<file path="src/rtl/gpio_bank_pkg.sv">
package gpio_bank_pkg;
  localparam int unsigned ADDR_W = 8;

  localparam logic [ADDR_W-1:0] OFF_PIN_LVL   = 8'h00;
  localparam logic [ADDR_W-1:0] OFF_DRV_VAL   = 8'h04;
  localparam logic [ADDR_W-1:0] OFF_DRV_EN    = 8'h08;
  localparam logic [ADDR_W-1:0] OFF_SENSE_LVL = 8'h0C;
  localparam logic [ADDR_W-1:0] OFF_BOTH_EDGE = 8'h10;
  localparam logic [ADDR_W-1:0] OFF_POLARITY  = 8'h14;
  localparam logic [ADDR_W-1:0] OFF_IRQ_EN    = 8'h18;
  localparam logic [ADDR_W-1:0] OFF_RAW       = 8'h1C;
  localparam logic [ADDR_W-1:0] OFF_PEND      = 8'h20;
  localparam logic [ADDR_W-1:0] OFF_ACK       = 8'h24;
  localparam logic [ADDR_W-1:0] OFF_PULL_DIR  = 8'h34;
  localparam logic [ADDR_W-1:0] OFF_PULL_EN   = 8'h38;
endpackage

</file>
<file path="src/rtl/gpio_sync.sv">
module gpio_sync #(
  parameter int unsigned WIDTH  = 32,
  parameter int unsigned STAGES = 2
) (
  input  logic             clk_i,
  input  logic             rst_ni,
  input  logic [WIDTH-1:0] d_i,
  output logic [WIDTH-1:0] q_o
);
  logic [STAGES-1:0][WIDTH-1:0] stage_q;

  for (genvar s = 0; s < STAGES; s++) begin : g_stage
    always_ff @(posedge clk_i or negedge rst_ni) begin
      if (!rst_ni) begin
        stage_q[s] <= '0;
      end else if (s == 0) begin
        stage_q[s] <= d_i;
      end else begin
        stage_q[s] <= stage_q[(s == 0) ? 0 : s-1];
      end
    end
  end

  assign q_o = stage_q[STAGES-1];
endmodule

</file>
<file path="src/rtl/gpio_irq_detect.sv">
module gpio_irq_detect #(
  parameter int unsigned WIDTH = 32
) (
  input  logic             clk_i,
  input  logic             rst_ni,
  input  logic [WIDTH-1:0] smp_i,
  input  logic [WIDTH-1:0] lvl_sel_i,
  input  logic [WIDTH-1:0] both_i,
  input  logic [WIDTH-1:0] pol_i,
  input  logic [WIDTH-1:0] clr_i,
  output logic [WIDTH-1:0] status_o
);
  logic [WIDTH-1:0] prev_q;
  logic [WIDTH-1:0] status_q;
  logic [WIDTH-1:0] hit;

  for (genvar p = 0; p < WIDTH; p++) begin : g_pin
    logic rise, fall, edge_hit, lvl_hit;
    assign rise     = smp_i[p] & ~prev_q[p];
    assign fall     = ~smp_i[p] & prev_q[p];
    assign edge_hit = both_i[p] ? (rise | fall) : (pol_i[p] ? rise : fall);
    assign lvl_hit  = ~(smp_i[p] ^ pol_i[p]);
    assign hit[p]   = lvl_sel_i[p] ? lvl_hit : edge_hit;
  end

  always_ff @(posedge clk_i or negedge rst_ni) begin
    if (!rst_ni) begin
      prev_q   <= '0;
      status_q <= '0;
    end else begin
      prev_q   <= smp_i;
      // a new event wins over a coinciding acknowledge
      status_q <= (status_q & ~clr_i) | hit;
    end
  end

  assign status_o = status_q;


  sticky_status_chk: assert property (@(posedge clk_i) disable iff (!rst_ni)
    1'b1 |=> ((~status_q & $past(status_q & ~clr_i)) == '0));


  ack_clears_chk: assert property (@(posedge clk_i) disable iff (!rst_ni)
    1'b1 |=> ((status_q & $past(clr_i & ~hit)) == '0));


  set_needs_event_chk: assert property (@(posedge clk_i) disable iff (!rst_ni)
    1'b1 |=> ((status_q & ~$past(status_q) & ~$past(hit)) == '0));
endmodule

</file>
<file path="src/rtl/gpio_bank.sv">
module gpio_bank
  import gpio_bank_pkg::*;
#(
  parameter int unsigned NPINS = 32,
  parameter int unsigned DW    = 32,
  parameter int unsigned AW    = ADDR_W
) (
  input  logic             clk_i,
  input  logic             rst_ni,
  input  logic             wr_en_i,
  input  logic [AW-1:0]    addr_i,
  input  logic [DW-1:0]    wdata_i,
  output logic [DW-1:0]    rdata_o,
  input  logic [NPINS-1:0] pin_in_i,
  output logic [NPINS-1:0] pin_out_o,
  output logic [NPINS-1:0] pin_oe_o,
  output logic [NPINS-1:0] pull_en_o,
  output logic [NPINS-1:0] pull_up_o,
  output logic             irq_o
);
  logic [NPINS-1:0] wval;
  logic [NPINS-1:0] dout_q, oe_q, lvl_q, both_q, pol_q, mask_q, pdir_q, pen_q;
  logic [NPINS-1:0] pin_smp, status, pend, clr;
  logic [NPINS-1:0] rd_val;

  assign wval = wdata_i[NPINS-1:0];

  gpio_sync #(.WIDTH(NPINS), .STAGES(2)) u_sync (
    .clk_i (clk_i),
    .rst_ni(rst_ni),
    .d_i   (pin_in_i),
    .q_o   (pin_smp)
  );

  assign clr = (wr_en_i && addr_i == OFF_ACK) ? wval : '0;

  gpio_irq_detect #(.WIDTH(NPINS)) u_detect (
    .clk_i    (clk_i),
    .rst_ni   (rst_ni),
    .smp_i    (pin_smp),
    .lvl_sel_i(lvl_q),
    .both_i   (both_q),
    .pol_i    (pol_q),
    .clr_i    (clr),
    .status_o (status)
  );

  always_ff @(posedge clk_i or negedge rst_ni) begin
    if (!rst_ni) begin
      dout_q <= '0;
      oe_q   <= '0;
      lvl_q  <= '0;
      both_q <= '0;
      pol_q  <= '0;
      mask_q <= '0;
      pdir_q <= '0;
      pen_q  <= '0;
    end else if (wr_en_i) begin
      case (addr_i)
        OFF_DRV_VAL:   dout_q <= wval;
        OFF_DRV_EN:    oe_q   <= wval;
        OFF_SENSE_LVL: lvl_q  <= wval;
        OFF_BOTH_EDGE: both_q <= wval;
        OFF_POLARITY:  pol_q  <= wval;
        OFF_IRQ_EN:    mask_q <= wval;
        OFF_PULL_DIR:  pdir_q <= wval;
        OFF_PULL_EN:   pen_q  <= wval;
        default: ;
      endcase
    end
  end

  assign pend = status & mask_q;

  always_comb begin
    case (addr_i)
      OFF_PIN_LVL:   rd_val = pin_smp;
      OFF_DRV_VAL:   rd_val = dout_q;
      OFF_DRV_EN:    rd_val = oe_q;
      OFF_SENSE_LVL: rd_val = lvl_q;
      OFF_BOTH_EDGE: rd_val = both_q;
      OFF_POLARITY:  rd_val = pol_q;
      OFF_IRQ_EN:    rd_val = mask_q;
      OFF_RAW:       rd_val = status;
      OFF_PEND:      rd_val = pend;
      OFF_PULL_DIR:  rd_val = pdir_q;
      OFF_PULL_EN:   rd_val = pen_q;
      default:       rd_val = '0;
    endcase
    rdata_o = '0;
    rdata_o[NPINS-1:0] = rd_val;
  end

  assign pin_out_o = dout_q & oe_q;
  assign pin_oe_o  = oe_q;
  assign pull_en_o = pen_q;
  assign pull_up_o = pdir_q;
  assign irq_o     = |pend;


  irq_needs_enable_chk: assert property (@(posedge clk_i) disable iff (!rst_ni)
    irq_o |-> (mask_q != '0));


  ack_reads_zero_chk: assert property (@(posedge clk_i) disable iff (!rst_ni)
    (addr_i == OFF_ACK) |-> (rdata_o == '0));
endmodule

</file>
<file path="config.mk">
export PLATFORM = sky130hd
export DESIGN_NAME = gpio_bank
export DESIGN_NICKNAME = d
export VERILOG_FILES = /design/src/rtl/gpio_bank_pkg.sv /design/src/rtl/gpio_sync.sv /design/src/rtl/gpio_irq_detect.sv /design/src/rtl/gpio_bank.sv
export SDC_FILE = /design/constraint.sdc
export NUM_CORES = 1
export LEC_CHECK = 0
export BUFFER_PORTS_ARGS = -buffer_cell sky130_fd_sc_hd__buf_4
export CORE_MARGIN = 8
export CORE_UTILIZATION = 59
export CTS_CLUSTER_DIAMETER = 200
export DETAILED_ROUTE_END_ITERATION = 10
export GPL_TIMING_DRIVEN = 1
export PLACE_DENSITY_LB_ADDON = 0.3
export SYNTH_ARGS = -nofsm -noshare
export SYNTH_HDL_FRONTEND = slang
export SYNTH_HIERARCHICAL = 1
export SYNTH_SLANG_ARGS = --single-unit
</file>
<file path="constraint.sdc">
create_clock -name clk_i -period 2.1 [get_ports clk_i]
set_input_delay 0.21 -clock clk_i [delete_from_list [all_inputs] [get_ports clk_i]]
set_output_delay 0.21 -clock clk_i [all_outputs]
set_load 0.005 [all_outputs]
</file>
# Word level (Yosys, flattened, before mapping)
# Index checks and enable logic that the tools add are counted.
totals:
  ff_bits: 384
  output_inout_bits: 161
  inputBits: 75
  wordCells: 361
op_classes:
  bitwise_logic: 229
  n_reduce_logical: 11
  n_eq_ne: 11
  muxes: 98
op_table:
  columns: ["op", "count"]
  rows:
  - ["one-hot mux 32 bit (11 select lines)", 1]
  - ["bitwise AND 32 bit", 3]
  - ["two-way mux 1 bit", 96]
  - ["inverter 1 bit", 96]
  - ["bitwise AND 1 bit", 64]
  - ["== test 8 x 5 -> 1 bit (second input constant)", 4]
  - ["== test 8 x 6 -> 1 bit (second input constant)", 4]
  - ["two-way mux 32 bit", 1]
  - ["inverter 32 bit", 1]
  - ["OR 1 bit", 32]
  - ["OR 32 bit", 1]
  - ["OR reduction 32 bit", 1]
  - ["XOR 1 bit", 32]
  - ["== test 8 x 4 -> 1 bit (second input constant)", 2]
  - ["AND reduction 2 bit", 8]
  - ["== test 8 x 3 -> 1 bit (second input constant)", 1]
  - ["logical NOT 8 bit", 1]
  - ["logical AND 1 bit", 1]

# Logic depth before layout (Yosys ltp)
depth:
  depth_word: 6
  depth_mapped: 8
  ltp_nobuf: 6

# Cells and area by module
# The synthesis kept the hierarchy.
by_module_without_submodules:
  columns: ["module", "area_per_inst_um2", "n_inst", "cells_per_inst", "seq_area_each_um2"]
  rows:
  - ["gpio_bank", 13320.3, 1, 1025, 6406.1]
  - ["gpio_irq_detect", 4083.9, 1, 416, 1601.5]
  - ["gpio_sync", 1841.8, 1, 96, 1601.5]

# Worst setup path before layout
# No wires, ideal clock.
synth_timing:
  kind: "input to register"
  from: "input port addr_i[1]"
  to: "register u_detect.status_q[26] (netlist: u_detect/status_o[26])"
  setup_ns: 0.121
  cell_stages: 8
  required_ns: 1.979
  path_buffers: 2
  arrival_ns: 1.979
  slack_ns: 0.000
  cell_sequence: "buf_2 nor4b_2 and3_1 clkbuf_1 and2_1 nor2b_1 a21oi_1 nand2_1"
synth_between:
  elab_chain_len: 6
synth_lines:
  columns: ["item", "line_no", "rtl"]
  rows:
  - ["start, declared", "gpio_bank.sv:11", "input logic [AW-1:0] addr_i,"]
  - ["== test 8 x 6 -> 1 bit", "gpio_bank.sv:35", "assign clr = (wr_en_i && addr_i == OFF_ACK) ? wval : '0;"]
  - ["logical AND 1 bit", "gpio_bank.sv:35", null]
  - ["two-way mux 32 bit", "gpio_bank.sv:35", null]
  - ["named net clr[26]", "gpio_bank.sv:23", "logic [NPINS-1:0] pin_smp, status, pend, clr;"]
  - ["inverter 32 bit", "gpio_irq_detect.sv:33", "status_q <= (status_q & ~clr_i) | hit;"]
  - ["bitwise AND 32 bit", "gpio_irq_detect.sv:33", null]
  - ["OR 32 bit", "gpio_irq_detect.sv:33", null]
  - ["end signal, assigned", "gpio_irq_detect.sv:33", null]
  - ["end, declared", "gpio_irq_detect.sv:14", "logic [WIDTH-1:0] status_q;"]
# The timed path passes the listed nets, and every way through them passes these cells.
# A chain may end at the register's enable or synchronous reset.

# Worst setup path after layout
layout_timing:
  from: "register u_detect.status_q[26] (netlist: u_detect/status_o[26])"
  to: "output port irq_o"
layout_between:
  elab_chain_len: 2
layout_lines:
  columns: ["item", "line_no", "rtl"]
  rows:
  - ["bitwise AND 32 bit", "gpio_bank.sv:73", "assign pend = status & mask_q;"]
  - ["OR reduction 32 bit", "gpio_bank.sv:98", "assign irq_o = |pend;"]
  - ["end, declared", "gpio_bank.sv:19", "output logic irq_o"]
# Every way passes these cells.

==> load_flow_metrics.sql <==
INSERT INTO impl_metrics (metric_group, metric, value, unit) VALUES
('cells_and_area', 'final_core_utilization', '76.3', '%'),
('timing', 'finalCriticalPeriod', '2.28', 'ns'),
('yosys', 'postSynth.topFlopCell', 'sky130_fd_sc_hd__dfrtp_1', ''),
('critical_path', 'ff2ff_path_depth', '6', ''),
('detailed_routing', 'route.detailed.drc', '0', ''),
('place', 'place.detailed.hpwl', '39400', 'µm'),
('detailed_routing', 'routed_wire_length_per_instance', '24.2', 'µm'),
('grt', 'initial_antenna_violation_count', '0', ''),
('place', 'dpl_cell_area', '22000', 'µm²'),
('clock_tree', 'clockBufferDepth', '3', ''),
('yosys', 'synth_cells', '1537', ''),
('place', 'numPlacedInstances', '2209', ''),
('timing', 'final.setup.worst_slack', '-0.180', 'ns'),
('min_path', 'hold_depth', '2', ''),
('min_path', 'hold_path_end', 'pol_q[20]', ''),
('timing', 'timing.fmax', '0.439', 'GHz'),
('outcome', 'violations', 'negative setup slack', ''),
('timing', 'grt_setup_unrepaired', 'yes', ''),
('critical_path', 'path_class', 'register to output pin', ''),
('power_and_ir_drop', 'clkPwrFrac', '42.8', '%'),
('yosys', 'synthesis.area_per_instance', '12.5', 'µm²'),
('cells_and_area', 'leading_cell_types_in_the_layout_fill_and_taps_excluded', '372 x sky130_fd_sc_hd__dfrtp_1, 354 x sky130_fd_sc_hd__buf_4, 223 x sky130_fd_sc_hd__mux2_2, 73 x sky130_fd_sc_hd__mux2i_1, 68 x sky130_fd_sc_hd__nand2_1', ''),
('yosys', 'share_of_synthesized_area_occupied_by_flip_flops_and_latches', '49.9', '%'),
('clock_tree', 'total_clock_buffers_created_by_cts', '42', ''),
('cells_and_area', 'design.final.nets', '2066', ''),
('floorplan', 'core', '32400', 'µm²'),
('power_and_ir_drop', 'p_int', '13200', 'µW'),
('cells_and_area', 'stdcell_area', '24700', 'µm²'),
('cells_and_area', 'stdcell_count', '2399', ''),
('timing', 'share_of_the_clock_period_used_by_the_worst_path_after_layout', '109', '%'),
('cells_and_area', 'fillers', '1987', ''),
('detailed_routing', 'firstDrtPassIters', '5', ''),
('critical_path', 'worst_ep_arrival_time', '2.07', 'ns'),
('power_and_ir_drop', 'sw_share', '24.0', '%'),
('detailed_routing', 'drt_iter0_markers', '1335', ''),
('grt', 'via_count_of_the_first_global_routing_pass', '15500', ''),
('floorplan', 'die_area', '38700', 'µm²'),
('timing', 'final_hold_viol_count', '0', ''),
('yosys', 'number_of_enable_flip_flop_cells_after_synthesis', '0', ''),
('place', 'place_congestion', '0.916', ''),
('floorplan', 'fp.dieW', '197', 'µm'),
('yosys', 'postSynth.asyncResetShare', '100', '%'),
('cells_and_area', 'layout_commonest_cell', 'sky130_fd_sc_hd__dfrtp_1', ''),
('yosys', 'netlist_top_cells_area', 'sky130_fd_sc_hd__dfrtp_1 50%, sky130_fd_sc_hd__mux2_2 13%, sky130_fd_sc_hd__ha_1 4.2%, sky130_fd_sc_hd__mux2i_1 3.9%, sky130_fd_sc_hd__mux2_4 2.9%', ''),
('timing', 'number_of_endpoints_failing_setup_at_the_final_stage', '17', ''),
('power_and_ir_drop', 'cellLeakagePower', '0.0122', 'µW'),
('outcome', 'outcome', 'finished, violations left', ''),
('run', 'timing.max_cap.violations', '0', ''),
('clock_tree', 'cts_tree', 'yes', ''),
('critical_path', 'crit_path_end_kind', 'output pin', ''),
('yosys', 'synth_top_area_share', '49.9', '%'),
('critical_path', 'start_kind', 'register', ''),
('grt', 'grtUsageTotal', '29.6', '%'),
('min_path', 'min_from', 'wdata_i[20]', ''),
('critical_path', 'worst-endpoint-required', '1.89', 'ns'),
('critical_path', 'reg2reg_from', 'u_sync/q_o[13]', ''),
('detailed_routing', 'via_count', '14700', ''),
('clock_tree', 'htreeDepth', '2', ''),
('clock_tree', 'clk_root_buffer_cell', 'sky130_fd_sc_hd__clkbuf_16', ''),
('yosys', 'synthDistinctLibCells', '53', ''),
('timing', 'setup_total_negative_slack', '-1.17', 'ns'),
('grt', 'grt_pass1_wl', '89600', 'µm'),
('power_and_ir_drop', 'fraction_of_power_consumed_by_sequential_logic', '46.3', '%'),
('critical_path', 'ff2ff_setup_slack', '0.55', 'ns'),
('floorplan', 'num_rows', '66', ''),
('floorplan', 'floorplan.io_pins', '236', ''),
('detailed_routing', 'post_drt_via_cell_ratio', '6.12', ''),
('timing', 'actual_transition_at_the_worst_max_transition_pin', '0.533', 'ns'),
('clock_tree', 'cts_num_sinks', '384', ''),
('power_and_ir_drop', 'p_per_area', '705', 'nW/µm²'),
('grt', 'grt_remaining_overflow', '0', '');
-- power by group through the flow --
stage | Sequential (µW) | Clock (µW) | Combinational (µW)
floorplan | 8060 | 0 | 881
global placement | 8180 | 0 | 1580
detailed placement | 8200 | 0 | 1630
CTS | 8050 | 7540 | 1850
global route | 8100 | 7820 | 2040
finish | 8060 | 7440 | 1890
-- repair_timing --
action / CTS / global route
pin swaps: 19 / 5
setup endpoints to repair: 18 / 20
hold endpoints to repair: 294 / 0
hold buffers: 63 / 0
resized for setup: 41 / 13
setup buffers: 43 / 10
-- stage by stage --
stage	hold WS, ns	worst slack, ns
2_1_floorplan	-0.0856	0.000484
3_3_place_gp	0.184	0.0233
3_5_place_dp	0.186	-0.0290
4_1_cts	0.000752	-0.162
5_1_grt	0.00969	-0.244
6_report	0.00974	-0.180
-- Yosys cell counts (all sizes together), types with 32 or more instances --
cell and count:
nand2 68, nor2b 35, mux2i 75, and2 67, buf 65, o21ai 48, clkbuf 42, inv 64
xnor2 32, mux2 295, a21oi 65, ha 64, o22ai 34, dfrtp 384
-- worst max-delay path by stage --
stage	startpoint	depth (start not counted)	end
CTS	mask_q[26]	5	irq_o
detailed placement	addr_i[1]	5	pull_en_o[13]
finish	u_detect/status_o[26]	5	irq_o
global route	mask_q[26]	5	irq_o
global placement	addr_i[1]	5	pull_en_o[29]
floorplan	addr_i[1]	8	u_detect/status_o[26]
-- metal layers --
layer	track usage (%)	up-vias	share of wire (%)
met5	0	-	0
li1	-	6304	-
met3	6.38	184	8.1
met4	12.7	0	4.5
met2	48.8	738	48
met1	37.6	7455	39
-- registers in the layout (all words and copies together) (netlist names) --
signal             count
u_detect/prev_q       32
both_q                32
u_sync/stage_q        32
u_sync/q_o            32
pol_q                 32
lvl_q                 32
dout_q                32
mask_q                32
pull_up_o             32
pin_oe_o              32
u_detect/status_o     32
pull_en_o             32
-- layout make-up --
cell class	count	area, µm²	area share, %
clock inverters	9	143	0.578
well taps	442	553	2.24
diodes	1	2.50	0.0101
multi-input cells	982	8970	36.3
clock buffers	64	1260	5.12
flip-flops and latches	384	9620	39.0
inverters	64	240	0.973
repair buffers	453	3890	15.8
-- critical path, stage by stage, from the launching register on --
cell and delay [ns]:
sky130_fd_sc_hd__dfrtp_2 0.47, sky130_fd_sc_hd__a22oi_2 0.21, sky130_fd_sc_hd__nand3_2 0.13, sky130_fd_sc_hd__nor4_4 0.28
sky130_fd_sc_hd__nand4b_1 0.24, sky130_fd_sc_hd__buf_4 0.21
-- logic make-up (layout without fill, tap and decap cells) --
logic type,count (synthesis),after routing,share of synthesized area (%)
adders and majority gates,64,64,4.16
xor gates and xnor gates,32,32,1.46
DFF,384,384,49.9
other,0,1,0
and+or+nand+nor,243,243,7.37
buffers and inverters,171,590,4.51
muxes,387,387,23.9
AOI/OAI and AO/OA,256,256,8.70
(Power assumes the default switching activity.)
